File: config.mk
export PLATFORM = sky130hd
export DESIGN_NAME = pbuf_top
export DESIGN_NICKNAME = d
export VERILOG_FILES = /design/src/rtl/pbuf_pkg.sv /design/src/rtl/pbuf_words.sv /design/src/rtl/pbuf_fetch.sv /design/src/rtl/pbuf_regif.sv /design/src/rtl/pbuf_top.sv
export SDC_FILE = /design/constraint.sdc
export NUM_CORES = 1
export LEC_CHECK = 0
export ABC_AREA = 1
export BUFFER_PORTS_ARGS = -buffer_cell sky130_fd_sc_hd__buf_2
export CAP_MARGIN = 10
export CORE_ASPECT_RATIO = 1.4
export CORE_MARGIN = 4
export CORE_UTILIZATION = 55
export CTS_CLUSTER_SIZE = 25
export DETAILED_ROUTE_END_ITERATION = 8
export PLACE_DENSITY = 0.71
export SLEW_MARGIN = 20
export SYNTH_ARGS = -nofsm -noshare
export SYNTH_HDL_FRONTEND = slang
export SYNTH_SLANG_ARGS = --single-unit
File: constraint.sdc
create_clock -name clk -period 3.3 [get_ports clk]
set_input_delay 0.495 -clock clk [delete_from_list [all_inputs] [get_ports clk]]
set_output_delay 0.495 -clock clk [all_outputs]
set_load 0.005 [all_outputs]
File: src/rtl/pbuf_pkg.sv
// Package: shared constants for the debug program buffer.
// Assumes 32-bit words; bit positions match the fields software decodes.
package pbuf_pkg;
    localparam logic [31:0] BRK_INSN  = 32'h0010_0073;
    localparam int          SIZE_LSB  = 24;
    localparam int          IMPL_BIT  = 22;
    localparam int          ERR_LSB   = 18;
    localparam int          MAX_WORDS = 16;

    typedef enum logic [2:0] {
        ERR_NONE    = 3'd0,
        ERR_BADADDR = 3'd1,
        ERR_OTHER   = 3'd7
    } dm_err_e;
endpackage

File: src/rtl/pbuf_words.sv
// Module: word store with one write port and all words visible.
// Assumes NWORDS may be 0; one dummy slot is kept so arrays never vanish.
module pbuf_words #(
    parameter int NWORDS = 4,
    parameter int SEL_W  = 7,
    localparam int SLOTS = (NWORDS == 0) ? 1 : NWORDS
) (
    input  logic             clk,
    input  logic             rst_n,
    input  logic             wr_en,
    input  logic [SEL_W-1:0] wr_sel,
    input  logic [31:0]      wr_data,
    output logic [31:0]      words [SLOTS]
);
    for (genvar g = 0; g < SLOTS; g++) begin : g_slot
        if (g < NWORDS) begin : g_live
            // Store one slot on a selected write.
            always_ff @(posedge clk) begin
                if (!rst_n)
                    words[g] <= '0;
                else if (wr_en && wr_sel == SEL_W'(g))
                    words[g] <= wr_data;
            end
        end else begin : g_dead
            assign words[g] = '0;
        end
    end
endmodule

File: src/rtl/pbuf_fetch.sv
// Module: hart fetch port. Returns a buffer word, the implicit breakpoint
// or zero, registered one cycle after the request. Flags illegal indices.
// Assumes fetch_idx is wide enough to name PB_WORDS+1.
module pbuf_fetch
    import pbuf_pkg::*;
#(
    parameter int PB_WORDS = 4,
    parameter int IMPL_BRK = 1,
    parameter int FETCH_AW = 5,
    localparam int SLOTS = (PB_WORDS == 0) ? 1 : PB_WORDS
) (
    input  logic                clk,
    input  logic                rst_n,
    input  logic [31:0]         words [SLOTS],
    input  logic                fetch_req,
    input  logic [FETCH_AW-1:0] fetch_idx,
    output logic                fetch_valid,
    output logic [31:0]         fetch_word,
    output logic                fetch_bad
);
    localparam logic [FETCH_AW:0] LIMIT = (FETCH_AW+1)'(PB_WORDS);

    logic [FETCH_AW:0] idx_ext;
    logic              in_buf;
    logic              at_brk;
    logic [31:0]       buf_word;

    // Classify the requested index.
    always_comb begin
        idx_ext   = {1'b0, fetch_idx};
        in_buf    = idx_ext < LIMIT;
        at_brk    = (IMPL_BRK != 0) && (idx_ext == LIMIT);
        fetch_bad = fetch_req && !in_buf && !at_brk;
    end

    // Select the addressed buffer word.
    always_comb begin
        buf_word = '0;
        for (int i = 0; i < SLOTS; i++)
            if (fetch_idx == FETCH_AW'(i)) buf_word = words[i];
    end

    // Register the fetch response.
    always_ff @(posedge clk) begin
        if (!rst_n) begin
            fetch_valid <= 1'b0;
            fetch_word  <= '0;
        end else begin
            fetch_valid <= fetch_req;
            if (fetch_req)
                fetch_word <= in_buf ? buf_word : (at_brk ? BRK_INSN : '0);
        end
    end
endmodule

File: src/rtl/pbuf_regif.sv
// Module: debugger register port. Decodes the buffer and data windows,
// the status and control/status registers, and keeps the sticky error code.
// Assumes one access per request cycle; response one cycle later.
module pbuf_regif
    import pbuf_pkg::*;
#(
    parameter int                ADDR_W      = 7,
    parameter int                PB_WORDS    = 4,
    parameter int                DATA_WORDS  = 2,
    parameter int                IMPL_BRK    = 1,
    parameter logic [ADDR_W-1:0] STATUS_ADDR = 7'h11,
    parameter logic [ADDR_W-1:0] CS_ADDR     = 7'h16,
    parameter logic [ADDR_W-1:0] PB_BASE     = 7'h20,
    parameter logic [ADDR_W-1:0] DATA_BASE   = 7'h04,
    localparam int PB_SLOTS = (PB_WORDS == 0) ? 1 : PB_WORDS,
    localparam int DT_SLOTS = (DATA_WORDS == 0) ? 1 : DATA_WORDS
) (
    input  logic              clk,
    input  logic              rst_n,
    input  logic              reg_req,
    input  logic              reg_we,
    input  logic [ADDR_W-1:0] reg_addr,
    input  logic [31:0]       reg_wdata,
    input  logic [31:0]       pb_words [PB_SLOTS],
    input  logic [31:0]       dt_words [DT_SLOTS],
    input  logic              fetch_bad,
    output logic              pb_we,
    output logic              dt_we,
    output logic [ADDR_W-1:0] pb_sel,
    output logic [ADDR_W-1:0] dt_sel,
    output logic              reg_rvalid,
    output logic [31:0]       reg_rdata,
    output logic [2:0]        err_code
);
    logic        hit_pb, hit_dt, hit_st, hit_cs, hit_any;
    logic [31:0] pb_rd, dt_rd, rd_val;
    logic        clr;
    dm_err_e     new_err;

    // Decode the register address.
    always_comb begin
        pb_sel  = reg_addr - PB_BASE;
        dt_sel  = reg_addr - DATA_BASE;
        hit_pb  = (reg_addr >= PB_BASE) && (pb_sel < ADDR_W'(PB_WORDS));
        hit_dt  = (reg_addr >= DATA_BASE) && (dt_sel < ADDR_W'(DATA_WORDS));
        hit_st  = reg_addr == STATUS_ADDR;
        hit_cs  = reg_addr == CS_ADDR;
        hit_any = hit_pb || hit_dt || hit_st || hit_cs;
        pb_we   = reg_req && reg_we && hit_pb;
        dt_we   = reg_req && reg_we && hit_dt;
    end

    // Select the addressed buffer and data words.
    always_comb begin
        pb_rd = '0;
        for (int i = 0; i < PB_SLOTS; i++)
            if (pb_sel == ADDR_W'(i)) pb_rd = pb_words[i];
        dt_rd = '0;
        for (int j = 0; j < DT_SLOTS; j++)
            if (dt_sel == ADDR_W'(j)) dt_rd = dt_words[j];
    end

    // Build the read value.
    always_comb begin
        rd_val = '0;
        if (hit_pb) begin
            rd_val = pb_rd;
        end else if (hit_dt) begin
            rd_val = dt_rd;
        end else if (hit_st) begin
            rd_val[IMPL_BIT]             = (IMPL_BRK != 0);
            rd_val[ERR_LSB+2:ERR_LSB]    = err_code;
        end else if (hit_cs) begin
            rd_val[SIZE_LSB+4:SIZE_LSB]  = 5'(PB_WORDS);
            rd_val[3:0]                  = 4'(DATA_WORDS);
        end
    end

    // Work out the error raised or cleared by this cycle.
    always_comb begin
        clr = reg_req && reg_we && hit_st
              && (reg_wdata[ERR_LSB+2:ERR_LSB] == err_code);
        if (reg_req && !hit_any)
            new_err = ERR_BADADDR;
        else if (reg_req && reg_we && hit_cs)
            new_err = ERR_OTHER;
        else if (fetch_bad)
            new_err = ERR_BADADDR;
        else
            new_err = ERR_NONE;
    end

    // Register the response.
    always_ff @(posedge clk) begin
        if (!rst_n) begin
            reg_rvalid <= 1'b0;
            reg_rdata  <= '0;
        end else begin
            reg_rvalid <= reg_req;
            if (reg_req)
                reg_rdata <= reg_we ? '0 : rd_val;
        end
    end

    // Hold the first error until cleared by a matching write.
    always_ff @(posedge clk) begin
        if (!rst_n)
            err_code <= ERR_NONE;
        else if (clr)
            err_code <= ERR_NONE;
        else if (err_code == ERR_NONE && new_err != ERR_NONE)
            err_code <= new_err;
    end
endmodule

File: src/rtl/pbuf_top.sv
// Module: debug program buffer top. Ties the word stores, register port
// and fetch port together and checks the build parameters.
// Assumes PB_WORDS 0..16, DATA_WORDS 1..12, size 1 only with the option on.
module pbuf_top
    import pbuf_pkg::*;
#(
    parameter int                PB_WORDS    = 4,
    parameter int                DATA_WORDS  = 2,
    parameter int                IMPL_BRK    = 1,
    parameter int                ADDR_W      = 7,
    parameter int                FETCH_AW    = 5,
    parameter logic [ADDR_W-1:0] STATUS_ADDR = 7'h11,
    parameter logic [ADDR_W-1:0] CS_ADDR     = 7'h16,
    parameter logic [ADDR_W-1:0] PB_BASE     = 7'h20,
    parameter logic [ADDR_W-1:0] DATA_BASE   = 7'h04
) (
    input  logic                clk,
    input  logic                rst_n,
    input  logic                reg_req,
    input  logic                reg_we,
    input  logic [ADDR_W-1:0]   reg_addr,
    input  logic [31:0]         reg_wdata,
    output logic                reg_rvalid,
    output logic [31:0]         reg_rdata,
    input  logic                fetch_req,
    input  logic [FETCH_AW-1:0] fetch_idx,
    output logic                fetch_valid,
    output logic [31:0]         fetch_word,
    output logic [2:0]          err_code
);
    localparam int PB_SLOTS = (PB_WORDS == 0) ? 1 : PB_WORDS;
    localparam int DT_SLOTS = (DATA_WORDS == 0) ? 1 : DATA_WORDS;

    if (PB_WORDS > MAX_WORDS || (PB_WORDS == 1 && IMPL_BRK == 0)
        || DATA_WORDS < 1 || DATA_WORDS > 12) begin : g_bad_cfg
        $error("pbuf_top: unsupported buffer configuration");
    end

    logic [31:0]       pb_words [PB_SLOTS];
    logic [31:0]       dt_words [DT_SLOTS];
    logic              pb_we, dt_we, fetch_bad;
    logic [ADDR_W-1:0] pb_sel, dt_sel;

    pbuf_words #(.NWORDS(PB_WORDS), .SEL_W(ADDR_W)) u_pb (
        .clk(clk), .rst_n(rst_n), .wr_en(pb_we), .wr_sel(pb_sel),
        .wr_data(reg_wdata), .words(pb_words)
    );

    pbuf_words #(.NWORDS(DATA_WORDS), .SEL_W(ADDR_W)) u_dt (
        .clk(clk), .rst_n(rst_n), .wr_en(dt_we), .wr_sel(dt_sel),
        .wr_data(reg_wdata), .words(dt_words)
    );

    pbuf_regif #(
        .ADDR_W(ADDR_W), .PB_WORDS(PB_WORDS), .DATA_WORDS(DATA_WORDS),
        .IMPL_BRK(IMPL_BRK), .STATUS_ADDR(STATUS_ADDR), .CS_ADDR(CS_ADDR),
        .PB_BASE(PB_BASE), .DATA_BASE(DATA_BASE)
    ) u_regif (
        .clk(clk), .rst_n(rst_n), .reg_req(reg_req), .reg_we(reg_we),
        .reg_addr(reg_addr), .reg_wdata(reg_wdata), .pb_words(pb_words),
        .dt_words(dt_words), .fetch_bad(fetch_bad), .pb_we(pb_we),
        .dt_we(dt_we), .pb_sel(pb_sel), .dt_sel(dt_sel),
        .reg_rvalid(reg_rvalid), .reg_rdata(reg_rdata), .err_code(err_code)
    );

    pbuf_fetch #(
        .PB_WORDS(PB_WORDS), .IMPL_BRK(IMPL_BRK), .FETCH_AW(FETCH_AW)
    ) u_fetch (
        .clk(clk), .rst_n(rst_n), .words(pb_words), .fetch_req(fetch_req),
        .fetch_idx(fetch_idx), .fetch_valid(fetch_valid),
        .fetch_word(fetch_word), .fetch_bad(fetch_bad)
    );
endmodule

==> impl_metrics.toml, run 1 <==
[pwr]
p_comb_frac = 0.057
p_sw_frac = 0.239
pwr-share-clk = 0.430
power_density_nw_per_um2 = 466
power.leakage_nw = 5.29
p_switching_mw = 1.47
ir_drop_mv = 0.347
internal_power_mw = 4.68
seqPwrFrac = 0.513

[global_routing]
antenna_found_initial = 0
grt_pass1_vias = 11500
grt_usage = 0.318
grt_overflow = 0
grt_max_degree = 133
grt_pass1_wl_um = 61600

[clock_tree]
postCtsHoldBufs = 0
cts_root_buf = "clkbuf_16"
clock_latency_ns = 0.52
cts_resized = 0
cts_tree = "done"
clock_path_buffers = 3
postCtsSetupBuffers = 0
cts.sink_count = 260
clk_pin_slew_ns = 0.06
htree_levels = 1
numCtsBuffers = 25

[logic_synthesis]
seq_area_frac_synth = 0.439
ys_ff_latch = 260
syn_nets = 1738
syn_inst = 1684
synth_area_um2 = 11900
postSynthAreaPerCell_um2 = 7.05
synth_cell_type_count = 31
yosysWarnings = 0

[finish]
final_util = 0.622
nNetsFinal = 1791
antenna-diode-count = 0
drive_gt1_frac = 0.121
areaGrowthSynthToFinish_pct = 11.2
layout_common_cells = "o21ai_0, dfxtp_1, a21oi_1, nand2_1, inv_1"
finalNonFillerCells = 2014
layout_commonest_cell = "o21ai_0"

[die]
rows = 63
initial_core_util = 0.560
die_h_um = 182
die_area_um2 = 24000
core_um2 = 21200
die-width_um = 132
io_pins = 118

[detailed_routing]
first_pass_iters = 8
wirelength_um = 39200
vias = 12000
wl_per_cell_um = 19.5
drt_iter0_markers = 1436
drc = 0
final_antenna_net_count = 0
via_per_inst = 5.95

[setup_path]
start_kind = "input port"
worstPathRequired_ns = 3.66
arrival_ns = 2.71
critPathCaptureType = "flip-flop"
cp_max_fo = 56
critical_path_class = "input port to flip-flop"

[timing]
fin_setup_tns_ns = 0
finalCriticalPeriod_ns = 2.35
worst_pin_slew_ns = 0.969
period_share = 0.711
fmax_mhz = 426
skew_ns = 0.0102
finalHoldViolations = 0
setup_viol = 0
relSlewSlack = 0.354
maxSlewViolCount = 0
rsz0062_at_grt = "no"

[flow_run]
maxCapViolCount = 0

[placed_design]
dp_cells = 1970
gp_congestion = 0.911
dp_hpwl_um = 24900
numPortBuffers = 117

[status]
status = "finished, final reports clean"

[worst_hold_path]
hold_path.class = "input port to flip-flop"
[per-stage QoR]
step / power [mW] / area (µm²) / hold WS (ns) / setup WS [ns]
4_1_cts: 6.16 / 13200 / 0.192 / 0.988
3_5_place_dp: 3.57 / 12500 / 0.439 / 0.488
3_3_place_gp: 3.57 / 12500 / 0.435 / 0.572
5_1_grt: 6.32 / 13200 / 0.226 / 0.729
6_report: 6.15 / 13200 / 0.197 / 0.954
2_1_floorplan: 3.41 / 11900 / 0.425 / 1.18
[Yosys cell counts]
master | n | area, µm²
o21ai_0 | 320 | 1600
dfxtp_1 | 260 | 5200
a21oi_1 | 231 | 1160
nand2_1 | 179 | 672
nor2_1 | 169 | 634
inv_1 | 168 | 631
nand3_1 | 86 | 430
clkbuf_1 | 77 | 289
o21ai_1 | 49 | 245
nand4_1 | 22 | 138
buf_2 | 21 | 105
o22ai_1 | 19 | 119
o211ai_1 | 15 | 113
buf_6 | 11 | 124
inv_2 | 9 | 33.8
nor2_2 | 7 | 43.8
a31oi_1 | 6 | 37.5
ha_1 | 5 | 62.6
buf_1 | 4 | 15.0
buf_4 | 4 | 30.0
clkinv_1 | 4 | 15.0
nand2_2 | 4 | 25.0
nor2_4 | 4 | 45.0
clkbuf_2 | 2 | 10.0
nand2_4 | 2 | 22.5
nand3b_1 | 1 | 7.51
nor2_8 | 1 | 20.0
nor3_1 | 1 | 5.00
nor3_4 | 1 | 16.3
o2111ai_1 | 1 | 8.76
or2_1 | 1 | 6.26
[per-layer routing]
layer | GRT usage | vias to the layer above | share of wire
met5 | 0 | - | 0
met4 | 0.142 | 0 | 0.044
met3 | 0.0424 | 136 | 0.089
met2 | 0.539 | 613 | 0.47
met1 | 0.403 | 5499 | 0.39
li1 | - | 5739 | -
[final cells by class]
cell class                 instances  area (µm²)
fill                            2003        8010
multi-input combinational       1124        5420
sequential                       260        5200
timing repair buffer             145         836
clock buffer                      37         691
inverter                         181         681
tap                              260         325
clock inverter                     7        37.5
[path summary, 6_finish.rpt]
check / from / to / slack (ns) / cells after the start
max reg2reg: u_dt.words[38] / u_regif.reg_rdata[6] / 2.05 / 6
min reg2reg: u_dt.words[55] / u_dt.words[55] / 0.45 / 2
max: reg_addr[2] / u_dt.words[53] / 0.95 / 14
min: reg_req / u_regif.reg_rvalid / 0.20 / 3
[kinds of logic (layout without fill, tap and decap cells)]
logic type,count (synthesis),in the layout,share of synthesized area
compound gates,641,641,0.276
simple gates,478,478,0.174
flops,260,260,0.439
buf+inv,300,370,0.106
fa+ha+maj,5,5,0.00527
[state kept, by name (all words and copies together) (netlist names)]
register and cells:
u_fetch.fetch_word 32, u_dt.words 64, u_pb.words 128, u_regif.reg_rdata 32, u_regif.reg_rvalid 1, u_fetch.fetch_valid 1, u_regif.err_code 2
[worst max-delay path, cell delays in order]
cell and delay (ns):
buf_2 0.11, inv_1 0.11, ha_1 0.25, inv_2 0.04, nand2_1 0.05, nand2_1 0.07
nor2_4 0.29, nand2_4 0.11, nor2_8 0.15, nand2_4 0.07, nor2_4 0.17, inv_2 0.38
o21ai_1 0.32, a21oi_1 0.08
[power by group through the flow]
stage,clock [mW],combinational (mW),sequential [mW]
final,2.64,0.353,3.15
after global routing,2.78,0.384,3.15
after CTS,2.67,0.347,3.15
after detailed placement,0,0.345,3.22
after global placement,0,0.342,3.22
after floorplan,0,0.186,3.22
Note: power is estimated with default switching activity, not from simulation.
==> run 2, diff against run 1 <==
- clock period: 3.3 -> 2.23 ns (I/O delays scaled with it)
==> impl_metrics.toml, run 2 (synthesis gave the netlist of run 1 again) <==
[status]
status = "finished, final reports clean"

[finish]
areaGrowthSynthToFinish_pct = 15.7
antenna-diode-count = 0
reg_top3 = "u_pb.words x128, u_dt.words x64"
finalNonFillerCells = 2052
layout_commonest_cell = "o21ai_0"
layout_common_cells = "o21ai_0, dfxtp_1, a21oi_1, nand2_1, inv_1"
top_register = "u_pb.words"
largest_reg_flops = 128
drive_gt1_frac = 0.142
nNetsFinal = 1833

[timing]
relSlewSlack = 0.460
finalHoldViolations = 0
finalHoldWorstSlack_ns = 0.0391
worst_pin_slew_ns = 0.805
skew_ns = 0.00817
period_share = 0.788
finalCriticalPeriod_ns = 1.76
maxSlewViolCount = 0
fmax_mhz = 569
worst_slack_ns = 0.473
fin_setup_tns_ns = 0
rsz0062_at_grt = "no"
setup_viol = 0

[detailed_routing]
via_per_inst = 5.95
wl_per_cell_um = 19.6
vias = 12200
first_pass_iters = 6
wirelength_um = 40300
drt_iter0_markers = 1390
final_antenna_net_count = 0
drc = 0

[flow_run]
maxCapViolCount = 0

[clock_tree]
cts_tree = "done"
postCtsHoldBufs = 0
cts.sink_count = 260
cts_resized = 0
htree_levels = 1
clock_latency_ns = 0.53
postCtsSetupBuffers = 0
clk_pin_slew_ns = 0.06
numCtsBuffers = 26
clock_path_buffers = 3
cts_root_buf = "clkbuf_16"

[global_routing]
grt_usage = 0.326
grt_overflow = 0
antenna_found_initial = 1
grt_pass1_vias = 11800
grt_pass1_wl_um = 63300
grt_max_degree = 86

[pwr]
pwr-share-clk = 0.440
p_comb_frac = 0.061
p_switching_mw = 2.21
ir_drop_mv = 0.528
internal_power_mw = 7.13
power.leakage_nw = 5.61
p_sw_frac = 0.237
power_density_nw_per_um2 = 681
seqPwrFrac = 0.499

[setup_path]
worstPathRequired_ns = 2.69
rr_worst_depth = 6
critical_path_buf_inv_count = 3
cp_max_fo = 15
critical_path_class = "input port to flip-flop"
worstPathCellList = "buf_2 > inv_1 > ha_1 > nand3_1 > nor2_2 > buf_4 > nand2_1 > nand3_1 > o21ai_0 > a21oi_1 > nand2_1 > a21oi_1"
rrSetupSlack_ns = 0.96
worst_path_max_delay_cell = "buf_4"
crit_family = "simple AND/OR/NAND/NOR gates"
timing.rr.start = "u_dt.words[46]"
critPathCaptureType = "flip-flop"
arrival_ns = 2.22
r2r-end = "u_regif.reg_rdata[14]"
start_kind = "input port"
critPathMaxStageDelay_ns = 0.33

[die]
initial_core_util = 0.560
io_pins = 118
die_h_um = 182
die_area_um2 = 24000
die-width_um = 132
core_um2 = 21200
rows = 63

[placed_design]
dp_hpwl_um = 26600
dp_cells = 2011
gp_congestion = 0.922
numPortBuffers = 117
dpl_worst_slack_ns = -0.0202

[worst_hold_path]
hold_path.class = "input port to flip-flop"
whs_endpoint = "u_regif.reg_rvalid"
min_path_cells = 3
min-delay-start = "reg_req"
-- run 2: layout make-up --
| type | instances | area, µm² |
|---|---|---|
| multi-input cells | 1124 | 5420 |
| clock inverters | 5 | 25.0 |
| flip-flops and latches | 260 | 5200 |
| repair buffers | 186 | 1330 |
| fillers | 1948 | 7470 |
| well taps | 260 | 325 |
| inverters | 181 | 679 |
| clock buffers | 36 | 749 |
-- run 2: how the worst max path moves through the flow --
stage | endpoint | start | cells past startpoint | slack, ns
2_1_floorplan | u_dt.words[55] | reg_addr[2] | 15 | 0.28
3_3_place_gp | u_dt.words[10] | reg_addr[3] | 11 | 0.05
3_5_place_dp | u_pb.words[94] | reg_addr[3] | 11 | -0.02
4_1_cts | u_pb.words[94] | reg_addr[3] | 11 | 0.52
5_1_grt | u_regif.reg_rdata[19] | reg_addr[6] | 12 | 0.32
6_report | u_regif.reg_rdata[19] | reg_addr[3] | 12 | 0.47
-- run 2: per-stage QoR --
| stage | utilization | area [µm²] | total power [mW] |
|---|---|---|---|
| floorplan | - | 11900 | 5.05 |
| global placement | 0.611 | 13000 | 5.31 |
| detailed placement | 0.611 | 13000 | 5.32 |
| CTS | 0.648 | 13700 | 9.35 |
| global route | 0.648 | 13700 | 9.62 |
| finish | 0.648 | 13700 | 9.35 |
-- run 2: worst min-delay path: cells and delay by family --
family / cells / cell delay, ns
simple gates: 1 / 0.05
buf+inv: 2 / 0.15
-- run 2: power by group through the flow --
stage,registers [mW],logic (mW),clock network [mW]
after CTS,4.67,0.552,4.13
final,4.67,0.567,4.11
after floorplan,4.77,0.275,0
after global routing,4.67,0.608,4.35
after global placement,4.77,0.543,0
after detailed placement,4.77,0.549,0
-- run 2: metal layers --
layer,share of wire,GRT usage,vias to the layer above
li1,-,-,5813
met4,0.037,0.137,0
met2,0.47,0.548,641
met5,0,0,-
met1,0.40,0.417,5642
met3,0.088,0.0524,118
